File: src/rtl/pattern_det_pkg.sv
package pattern_det_pkg;

  localparam int STATE_W = 2;

  // Binary state encoding: the suffix of the pattern matched so far.
  typedef enum logic [STATE_W-1:0] {
    ST_NONE = 2'b00,
    ST_ONE  = 2'b01,
    ST_TWO  = 2'b10,
    ST_TAIL = 2'b11
  } recState_t;

  // Strobes passed from the control FSM to the output datapath.
  typedef struct packed {
    logic stepEn;     // a qualified bit is present this cycle
    logic tailReady;  // "110" has been seen; a 1 now completes the pattern
  } ctrlStrobe_t;

endpackage

File: src/rtl/pattern_det_ctrl.sv
module pattern_det_ctrl
  import pattern_det_pkg::*;
(
  input  logic                 clk,
  input  logic                 rst,
  input  logic                 bitValid,
  input  logic                 bitIn,
  output ctrlStrobe_t          strobes,
  output logic [STATE_W-1:0]   stateOut
);

  recState_t curState;
  recState_t nextState;

  always_comb begin
    nextState = curState;
    if (bitValid) begin
      unique case (curState)
        ST_NONE: nextState = bitIn ? ST_ONE : ST_NONE;
        ST_ONE:  nextState = bitIn ? ST_TWO : ST_NONE;
        ST_TWO:  nextState = bitIn ? ST_TWO : ST_TAIL;
        ST_TAIL: nextState = bitIn ? ST_ONE : ST_NONE;
        default: nextState = ST_NONE;
      endcase
    end
  end

  always_ff @(posedge clk) begin
    if (rst) curState <= ST_NONE;
    else     curState <= nextState;
  end

  always_comb begin
    strobes.stepEn    = bitValid;
    strobes.tailReady = (curState == ST_TAIL);
  end

  assign stateOut = curState;

endmodule

File: src/rtl/pattern_det_out.sv
module pattern_det_out
  import pattern_det_pkg::*;
(
  input  ctrlStrobe_t strobes,
  input  logic        bitIn,
  output logic        detect
);

  // Mealy output: present state (via strobe) and present bit.
  always_comb begin
    detect = strobes.stepEn & strobes.tailReady & bitIn;
  end

endmodule

File: src/rtl/overlap_pattern_detector.sv
module overlap_pattern_detector
  import pattern_det_pkg::*;
(
  input  logic clk,
  input  logic rst,
  input  logic bitValid,
  input  logic bitIn,
  output logic detect
);

  ctrlStrobe_t            strobes;
  logic [STATE_W-1:0]     curState;

  pattern_det_ctrl u_ctrl (
    .clk      (clk),
    .rst      (rst),
    .bitValid (bitValid),
    .bitIn    (bitIn),
    .strobes  (strobes),
    .stateOut (curState)
  );

  pattern_det_out u_out (
    .strobes (strobes),
    .bitIn   (bitIn),
    .detect  (detect)
  );

endmodule

File: config.mk
export PLATFORM = sky130hd
export DESIGN_NAME = overlap_pattern_detector
export DESIGN_NICKNAME = d
export VERILOG_FILES = /design/src/rtl/pattern_det_pkg.sv /design/src/rtl/pattern_det_ctrl.sv /design/src/rtl/pattern_det_out.sv /design/src/rtl/overlap_pattern_detector.sv
export SDC_FILE = /design/constraint.sdc
export NUM_CORES = 1
export LEC_CHECK = 0
export BUFFER_PORTS_ARGS = -buffer_cell sky130_fd_sc_hd__buf_2
export CAP_MARGIN = 20
export CORE_AREA = 5 5 42 44
export DETAILED_ROUTE_END_ITERATION = 7
export DIE_AREA = 0 0 47 49
export GPL_ROUTABILITY_DRIVEN = 0
export GPL_TIMING_DRIVEN = 0
export SYNTH_ARGS = -nofsm -noshare
export SYNTH_HDL_FRONTEND = slang
export SYNTH_SLANG_ARGS = --single-unit
export TNS_END_PERCENT = 10
File: constraint.sdc
create_clock -name clk -period 1.85 [get_ports clk]
set_input_delay 0.0925 -clock clk [delete_from_list [all_inputs] [get_ports clk]]
set_output_delay 0.0925 -clock clk [all_outputs]
set_load 0.02 [all_outputs]
==> key figures, run 1 <==
Run status
  – Status: finished, final reports clean

Clocking
  – CTS resizes: 0
  – TritonCTS clock tree: built
  – Clk buf depth: 2
  – Num CTS Buffers: 3
  – CTS clk-pin slew, worst paths: roughly 0.03 ns
  – Clk root buf: clkbuf_4
  – CTS sink count: 2
  – Clock Latency Late Sink: between 0.2 and 0.25 ns
  – Cts hold-fix bufs: 0
  – H-tree Lvls: 1
  – Postcts setup bufs: 0

Layout
  – Max reg flops: 2
  – Number of diodes: 0
  – Nets: 30
  – Non-Filler Instances: 37
  – Layout cell share with drive strength beyond 1: between 40% and 50%
  – Area growth syn-to-layout: 44.6%
  – FILL cells: 166
  – Final Cell Area: 203 µm²

Placed design
  – Post-place instance area: 180 µm²
  – Post-DP HPWL: 239 µm
  – Placed Cells: 34
  – I/O Buffers: 4

Detailed routing
  – ANT nets after route: 0
  – Vias: 119
  – DRC: 0
  – DRT Pass-1 Iters: 1
  – Via/cell ratio: 3.22
  – WL final: 283 µm
  – Drt wl/cell: 7.65 µm
  – 1st-iter DRT viols: 0

Die
  – Die Width: 47 µm
  – Die height: just under 50 µm
  – I/O pin count: 5
  – Total core area: 0.00140 mm²
  – Standard-cell rows: 14
  – Initial Util: 10.0%
  – DIE AREA: 0.00230 mm²

Global routing
  – Global Route Usage Sum: 3.31%
  – Gr ovfl total: 0
  – Largest net degree at the start of global routing: 6
  – Vias in the first global route: 131
  – Initial antenna violation count: 0
  – First-pass GRT wire length: just over 500 µm

Pwr
  – Final Power: roughly 0.17 mW
  – Leak: 0.0976 nW
  – Peak supply drop: around 0.23 mV
  – Cell Pwr Density: 820 mW/mm²

Yosys
  – Yosys warns: 0
  – Syn_nets: 21
  – Synthesized instance count: 14
  – Post-synthesis cell area: 140 µm²
  – Flop and latch count out of synthesis: 2
  – Register area share after synthesis: 28.6%
  – Cell variety after synth: 8
  – Syn avg cell area: between 10 and 15 µm²

Timing
  – Clock Skew: 0.00104 ns
  – Final slew viol count: 0
  – RSZ-0062 raised after global routing: no
  – Worst hold slack: between 0.05 and 0.06 ns
  – Slew HR: 88.3%
  – Crit path time final: 1.19 ns
  – Max Fclk: 0.841 GHz
  – Final Hold Fails: 0
  – Endpoints failing setup: 0
  – Tightest Pin Transition: ~0.17 ns
  – Setup TNS: 0 ns
  – Period utilisation layout: approximately 64%

Critical path
  – Critical path class: reg -> out
  – Crit Path Max Fanout: 4
  – CP startpoint kind: flip-flop
  – Data required, critical path: ~1.8 ns
  – Worst EP arrival: ~1.1 ns
  – Worst Setup End Kind: output pin

Flow run
  – Max_cap viols: 0

Hold path
  – HP Class: in -> reg
==> worst max-delay path: stages, from the launching register on <==
cell and delay [ns]:
dfxtp_1 0.32, ha_1 0.19, and3_2 0.21, buf_2 0.15
==> power breakdown <==
group          switching (mW)  internal (mW)  total [mW]
logic                  0.0111         0.0111      0.0222
registers             0.00350         0.0469      0.0504
clock network          0.0223         0.0713      0.0936
total                  0.0369          0.129       0.166
==> layout by cell type (no fill, tap or decap), drive strengths merged <==
| cell | n |
|---|---|
| inv | 2 |
| clkbuf | 3 |
| dfxtp | 2 |
| ha | 3 |
| and3 | 1 |
| mux2i | 2 |
| nor2 | 2 |
| a211oi | 2 |
| buf | 4 |
==> cell usage after synthesis <==
master,n,area [µm²]
ha_1,3,37.5
dfxtp_1,2,40.0
inv_1,2,7.51
mux2i_1,2,20.0
nor2_1,2,7.51
a211oi_1,1,7.51
a211oi_2,1,12.5
and3_2,1,7.51
==> kinds of logic after synthesis <==
group	synth area share, %
AO/OA/AOI/OAI	14.3
adder cells (fa/ha/maj)	26.8
buffers and inverters	5.36
flip-flops	28.6
multiplexers	14.3
AND/OR/NAND/NOR	10.7
==> cell type report <==
cell class / count / area, µm² / area share, %
multi-input cells: 10 / 92.6 / 45.7
well taps: 16 / 20.0 / 9.88
clock buffers: 3 / 22.5 / 11.1
inverters: 2 / 7.51 / 3.70
flip-flops and latches: 2 / 40.0 / 19.8
repair buffers: 4 / 20.0 / 9.88
==> worst paths after layout <==
kind	from	to	slack, ns	depth (start not counted)
hold reg to reg	u_ctrl.stateOut[1]	u_ctrl.stateOut[1]	0.54	2
setup / recovery	u_ctrl.stateOut[0]	detect	0.66	3
setup reg to reg	u_ctrl.stateOut[0]	u_ctrl.stateOut[0]	0.75	4
hold / removal	rst	u_ctrl.stateOut[0]	0.05	2
==> per-stage QoR <==
| step | worst slack [ns] | utilization (%) |
|---|---|---|
| 2_1_floorplan | 0.829 | - |
| 5_1_grt | 0.592 | 14.5 |
| 4_1_cts | 0.649 | 14.5 |
| 6_report | 0.662 | 14.5 |
| 3_3_place_gp | 0.780 | 12.9 |
| 3_5_place_dp | 0.751 | 12.9 |
==> layer usage <==
layer | up-vias | GRT usage (%) | wire length, µm
met5 | - | 0 | 0
met4 | 0 | 4.15 | 0
met3 | 0 | 1.11 | 28
met2 | 5 | 4.07 | 127
met1 | 51 | 3.73 | 127
li1 | 63 | - | -
(Power assumes the default switching activity.)
==> run 2, diff against run 1 <==
Clock period 1.85 ns to 1.2 ns, I/O delays scaled along.
==> key figures, run 2 (synthesis gave the netlist of run 1 again) <==
Critical path
  – CP Cell Sequence: ha_1, and3_2, buf_4
  – Buf/Inv on CP: 1 (unchanged)
  – Worst Setup End Kind: output pin
  – Worst EP arrival: 1.09 ns (about the same)
  – Critical path's top delay family: flip-flops
  – CP startpoint kind: flip-flop
  – Data required, critical path: 1.14 ns (-0.62 ns)
  – CP max stage delay: 0.32 ns (about the same)
  – Critical path class: reg -> out
  – Crit Path Max Fanout: 4 (unchanged)
  – Slowest CP cell: dfxtp_2

Global routing
  – Initial antenna violation count: 0 (unchanged)
  – GR peak layer: met4
  – M3 GR Usage: 1.11% (unchanged)
  – Vias in the first global route: 131 (unchanged)
  – Largest net degree at the start of global routing: 6 (unchanged)
  – Global Route Usage Sum: 3.31% (unchanged)
  – GR Layer Usage met2: 4.07% (unchanged)
  – Gr ovfl total: 0 (unchanged)
  – First-pass GRT wire length: 503 µm (unchanged)
  – M1 GR Usage: 3.73% (unchanged)

Pwr
  – Comb pwr share: 13.5% (about the same)
  – Clock network fraction of total power: 55.9% (-0.4 points)
  – Internal power: 0.201 mW (+55%)
  – Peak supply drop: 0.358 mV (+54%)
  – Cell Pwr Density: 1240 mW/mm² (+51%)
  – Leak: 0.0982 nW (+0.53%)
  – Sw Ratio: 22.1% (-0.057 points)
  – Flop pwr share: 30.6% (+0.3 points)
  – Psw: 0.0571 mW (+55%)

Die
  – Total core area: 0.00140 mm² (unchanged)
  – Initial Util: 10.0% (unchanged)
  – I/O pin count: 5 (unchanged)
  – Die height: 49 µm (unchanged)
  – DIE AREA: 0.00230 mm² (unchanged)
  – Die Width: 47 µm (unchanged)
  – Standard-cell rows: 14 (unchanged)

Layout
  – Multi-input combinational cell area: 92.6 µm² (unchanged)
  – Layout cell share with drive strength beyond 1: 52.4% (+9.5 points)
  – Number of diodes: 0 (unchanged)
  – Non-Filler Instances: 37 (unchanged)
  – Area growth syn-to-layout: 48.2%
  – Max reg flops: 2 (unchanged)
  – Reg area: 42.5 µm² (+6.2%)
  – Nets: 30 (unchanged)
  – FILL cells: 168 (+1.2%)
  – Most frequent cells in the layout: ha_1 (3), clkbuf_4 (3), buf_2 (3)

Timing
  – Final slew viol count: 0 (unchanged)
  – Setup TNS: 0 ns (unchanged)
  – Period utilisation layout: approximately 96%
  – Fin worst setup slack: 0.0472 ns (-0.614 ns)
  – Crit path time final: between 1 and 1.5 ns
  – Slew HR: 88.3% (unchanged)
  – Max Fclk: 0.867 GHz
  – Final Hold Fails: 0 (unchanged)
  – RSZ-0062 raised after global routing: no
  – Clock Skew: 0.00104 ns (unchanged)
  – Endpoints failing setup: 0 (unchanged)
  – Tightest Pin Transition: 0.171 ns (-0.000000119 ns)

Detailed routing
  – Via/cell ratio: 3.24 (+0.84%)
  – Vias: 120 (+0.84%)
  – DRT Pass-1 Iters: 1 (unchanged)
  – ANT nets after route: 0 (unchanged)
  – Drt wl/cell: 8.00 µm (+4.6%)
  – 1st-iter DRT viols: 0 (unchanged)
  – DRC: 0 (unchanged)
  – WL final: 296 µm (+4.6%)

Placed design
  – I/O Buffers: 4 (unchanged)
  – Placed Cells: 34 (unchanged)
  – Dpl ws: 0.101 ns (-0.650 ns)
  – Post-DP HPWL: 239 µm (unchanged)

Clocking
  – Cts hold-fix bufs: 0 (unchanged)
  – Clk buf depth: 2 (unchanged)
  – CTS resizes: 0 (unchanged)
  – Postcts setup bufs: 0 (unchanged)
  – CTS sink count: 2 (unchanged)
  – H-tree Lvls: 1 (unchanged)
  – Clk root buf: clkbuf_4
  – Num CTS Buffers: 3 (unchanged)
  – TritonCTS clock tree: built
  – CTS clk-pin slew, worst paths: 0.03 ns (about the same)
  – Clock Latency Late Sink: 0.22 ns (about the same)

Hold path
  – HP Class: in -> reg

Flow run
  – Max_cap viols: 0 (unchanged)

Run status
  – Status: finished, final reports clean
[run 2: layout make-up]
type	instances	area share, %
inverter	2	3.61
sequential	2	20.5
tap	16	9.64
clock buffer	3	10.8
multi-input combinational	10	44.6
timing repair buffer	4	10.8
[run 2: routing by layer]
metal / vias up / part of all wire (%)
li1: 63 / -
met1: 52 / 43
met2: 5 / 47
met3: 0 / 9.1
met4: 0 / 0
met5: - / 0
[run 2: final timing paths]
path | depth (start not counted) | from | slack (ns) | end
hold / removal | 2 | rst | 0.01 | u_ctrl.stateOut[0]
hold reg to reg | 2 | u_ctrl.stateOut[1] | 0.52 | u_ctrl.stateOut[1]
setup reg to reg | 4 | u_ctrl.stateOut[0] | 0.14 | u_ctrl.stateOut[0]
setup / recovery | 3 | u_ctrl.stateOut[0] | 0.05 | detect
[run 2: stage by stage]
| stage | utilization [%] | total power, mW | hold WS, ns | area, µm² |
|---|---|---|---|---|
| 3_3_place_gp | 12.9 | 0.111 | 0.241 | 180 |
| 2_1_floorplan | - | 0.0993 | 0.125 | 140 |
| 4_1_cts | 14.5 | 0.268 | 0.0123 | 203 |
| 5_1_grt | 14.8 | 0.287 | 0.00849 | 208 |
| 3_5_place_dp | 12.9 | 0.114 | 0.246 | 180 |
| 6_report | 14.8 | 0.258 | 0.0141 | 208 |
[run 2: power groups by stage]
stage | Sequential [mW] | Combinational (mW) | Clock, mW
CTS | 0.0778 | 0.0350 | 0.155
floorplan | 0.0774 | 0.0218 | 0
global placement | 0.0787 | 0.0323 | 0
global route | 0.0801 | 0.0396 | 0.167
finish | 0.0790 | 0.0347 | 0.144
detailed placement | 0.0786 | 0.0349 | 0
==> run 3, diff against run 2 <==
==> constraint.sdc (replaced) <==
create_clock -name clk -period 1.2 [get_ports clk]
set_input_delay 0.24 -clock clk [delete_from_list [all_inputs] [get_ports clk]]
set_output_delay 0.24 -clock clk [all_outputs]
set_load 0.02 [all_outputs]
==> key figures, run 3 (synthesis gave the netlist of run 1 again) <==
Run status
  – Status: finished with violations
  – Failing checks: negative setup slack

Global routing
  – First-pass GRT wire length: 572 µm (+14%)
  – Gr ovfl total: 0 (unchanged)
  – Global Route Usage Sum: 3.72% (+0.42 points)
  – Vias in the first global route: 151 (+15%)
  – Largest net degree at the start of global routing: 6 (unchanged)
  – Initial antenna violation count: 0 (unchanged)

Layout
  – Max reg flops: 2 (unchanged)
  – FILL cells: 167 (-0.60%)
  – Number of diodes: 0 (unchanged)
  – Layout cell share with drive strength beyond 1: 60.9% (+8.5 points)
  – Area growth syn-to-layout: 73.2%
  – Most frequent cells in the layout: clkbuf_4 (3), buf_2 (3)
  – Reg area: 42.5 µm² (unchanged)
  – Multi-input combinational cell area: 109 µm² (+18%)
  – Nets: 32 (+6.7%)

Detailed routing
  – Via/cell ratio: 3.36 (+3.6%)
  – ANT nets after route: 0 (unchanged)
  – 1st-iter DRT viols: 0 (unchanged)
  – Drt wl/cell: 8.38 µm (+4.8%)
  – DRC: 0 (unchanged)
  – DRT Pass-1 Iters: 1 (unchanged)
  – Vias: 131 (+9.2%)
  – WL final: 327 µm (+10%)

Die
  – I/O pin count: 5 (unchanged)
  – Total core area: 0.00140 mm² (unchanged)
  – Standard-cell rows: 14 (unchanged)
  – Die Width: 47 µm (unchanged)
  – Die height: 49 µm (unchanged)
  – DIE AREA: 0.00230 mm² (unchanged)
  – Initial Util: 10.0% (unchanged)

Timing
  – Clock Skew: 0.00244 ns (+0.00140 ns)
  – Slew HR: 88.1% (-0.22 points)
  – Endpoints failing setup: 1 (+1)
  – Max Fclk: 0.816 GHz (-5.9%)
  – Crit path time final: 1.23 ns (+0.0728 ns)
  – Period utilisation layout: 102% (+6.1 points)
  – Final Hold Fails: 0 (unchanged)
  – RSZ-0062 raised after global routing: yes
  – Worst hold slack: 0.198 ns (+0.184 ns)
  – Fin worst setup slack: -0.0256 ns (-0.0728 ns)
  – Tightest Pin Transition: 0.174 ns (+0.00319 ns)
  – Final slew viol count: 0 (unchanged)

Critical path
  – Buf/Inv on CP: 1 (unchanged)
  – Critical path's top delay family: flip-flops
  – CP Cell Sequence: ha_4, and3_4, buf_6
  – Crit Path Max Fanout: 2 (-2)
  – Worst EP arrival: 0.99 ns (-0.10 ns)
  – Critical path class: reg -> out
  – CP max stage delay: 0.32 ns (about the same)
  – Worst Setup End Kind: output pin
  – CP startpoint kind: flip-flop
  – R2R Setup Slk: 0.03 ns (-0.11 ns)
  – Slowest CP cell: dfxtp_2
  – Data required, critical path: 0.96 ns (-0.18 ns)

Hold path
  – HP Class: in -> reg

Pwr
  – Leak: 0.106 nW (+8.2%)
  – Final Power: 0.268 mW (+3.9%)
  – Cell Pwr Density: 1100 mW/mm² (-11%)
  – Peak supply drop: 0.394 mV (+9.9%)

Clocking
  – Clock Latency Late Sink: 0.22 ns (about the same)
  – CTS clk-pin slew, worst paths: 0.03 ns (about the same)
  – Clk buf depth: 2 (unchanged)
  – TritonCTS clock tree: built
  – CTS sink count: 2 (unchanged)
  – H-tree Lvls: 1 (unchanged)
  – Clk root buf: clkbuf_4
  – Num CTS Buffers: 3 (unchanged)

Flow run
  – Max_cap viols: 0 (unchanged)

Placed design
  – Post-DP HPWL: 239 µm (unchanged)
  – Dpl ws: 0.0910 ns (-0.0104 ns)
  – I/O Buffers: 4 (unchanged)
-- run 3: cell type report --
| cell class | count | share of cell area (%) |
|---|---|---|
| multi-input combinational | 10 | 44.8 |
| sequential | 2 | 17.5 |
| timing repair buffer | 6 | 17.0 |
| clock buffer | 3 | 9.28 |
| tap | 16 | 8.25 |
| inverter | 2 | 3.09 |
-- run 3: stage by stage --
step,std cells,cell area (µm²),TNS [ns],utilization [%]
2_1_floorplan,14,140,0,-
3_3_place_gp,34,180,0,12.9
3_5_place_dp,34,180,0,12.9
4_1_cts,39,233,-0.0378,16.6
5_1_grt,39,243,-0.124,17.3
6_report,39,243,-0.0256,17.3
-- run 3: final timing paths --
| path | startpoint | to | cells past startpoint |
|---|---|---|---|
| worst max-delay path | u_ctrl.stateOut[1] | detect | 3 |
| worst min-delay path | rst | u_ctrl.stateOut[0] | 2 |
| worst max register to register | u_ctrl.stateOut[0] | u_ctrl.stateOut[0] | 5 |
| worst min register to register | u_ctrl.stateOut[1] | u_ctrl.stateOut[1] | 3 |
-- run 3: power by group --
part	switching, mW	internal (mW)	total, mW	leakage (nW)
clock	0.0331	0.110	0.143	0.0138
sequential	0.00534	0.0736	0.0789	0.0172
combinational	0.0220	0.0243	0.0464	0.0751
total	0.0605	0.208	0.268	0.106
-- run 3: repair_timing --
item | CTS | global route
pin swaps | 0 | 1
setup endpoints to repair | 1 | 2
hold buffers | 0 | 0
setup buffers | 2 | 0
gates resized for setup | 6 | 1
-- run 3: layer usage --
layer / up-vias / GRT usage (%) / share of wire (%) / wire length (µm)
met4: 0 / 4.15 / 0 / 0
met5: - / 0 / 0 / 0
li1: 67 / - / - / -
met2: 5 / 5.20 / 50 / 164
met3: 0 / 1.11 / 7.6 / 25
met1: 59 / 3.93 / 42 / 136
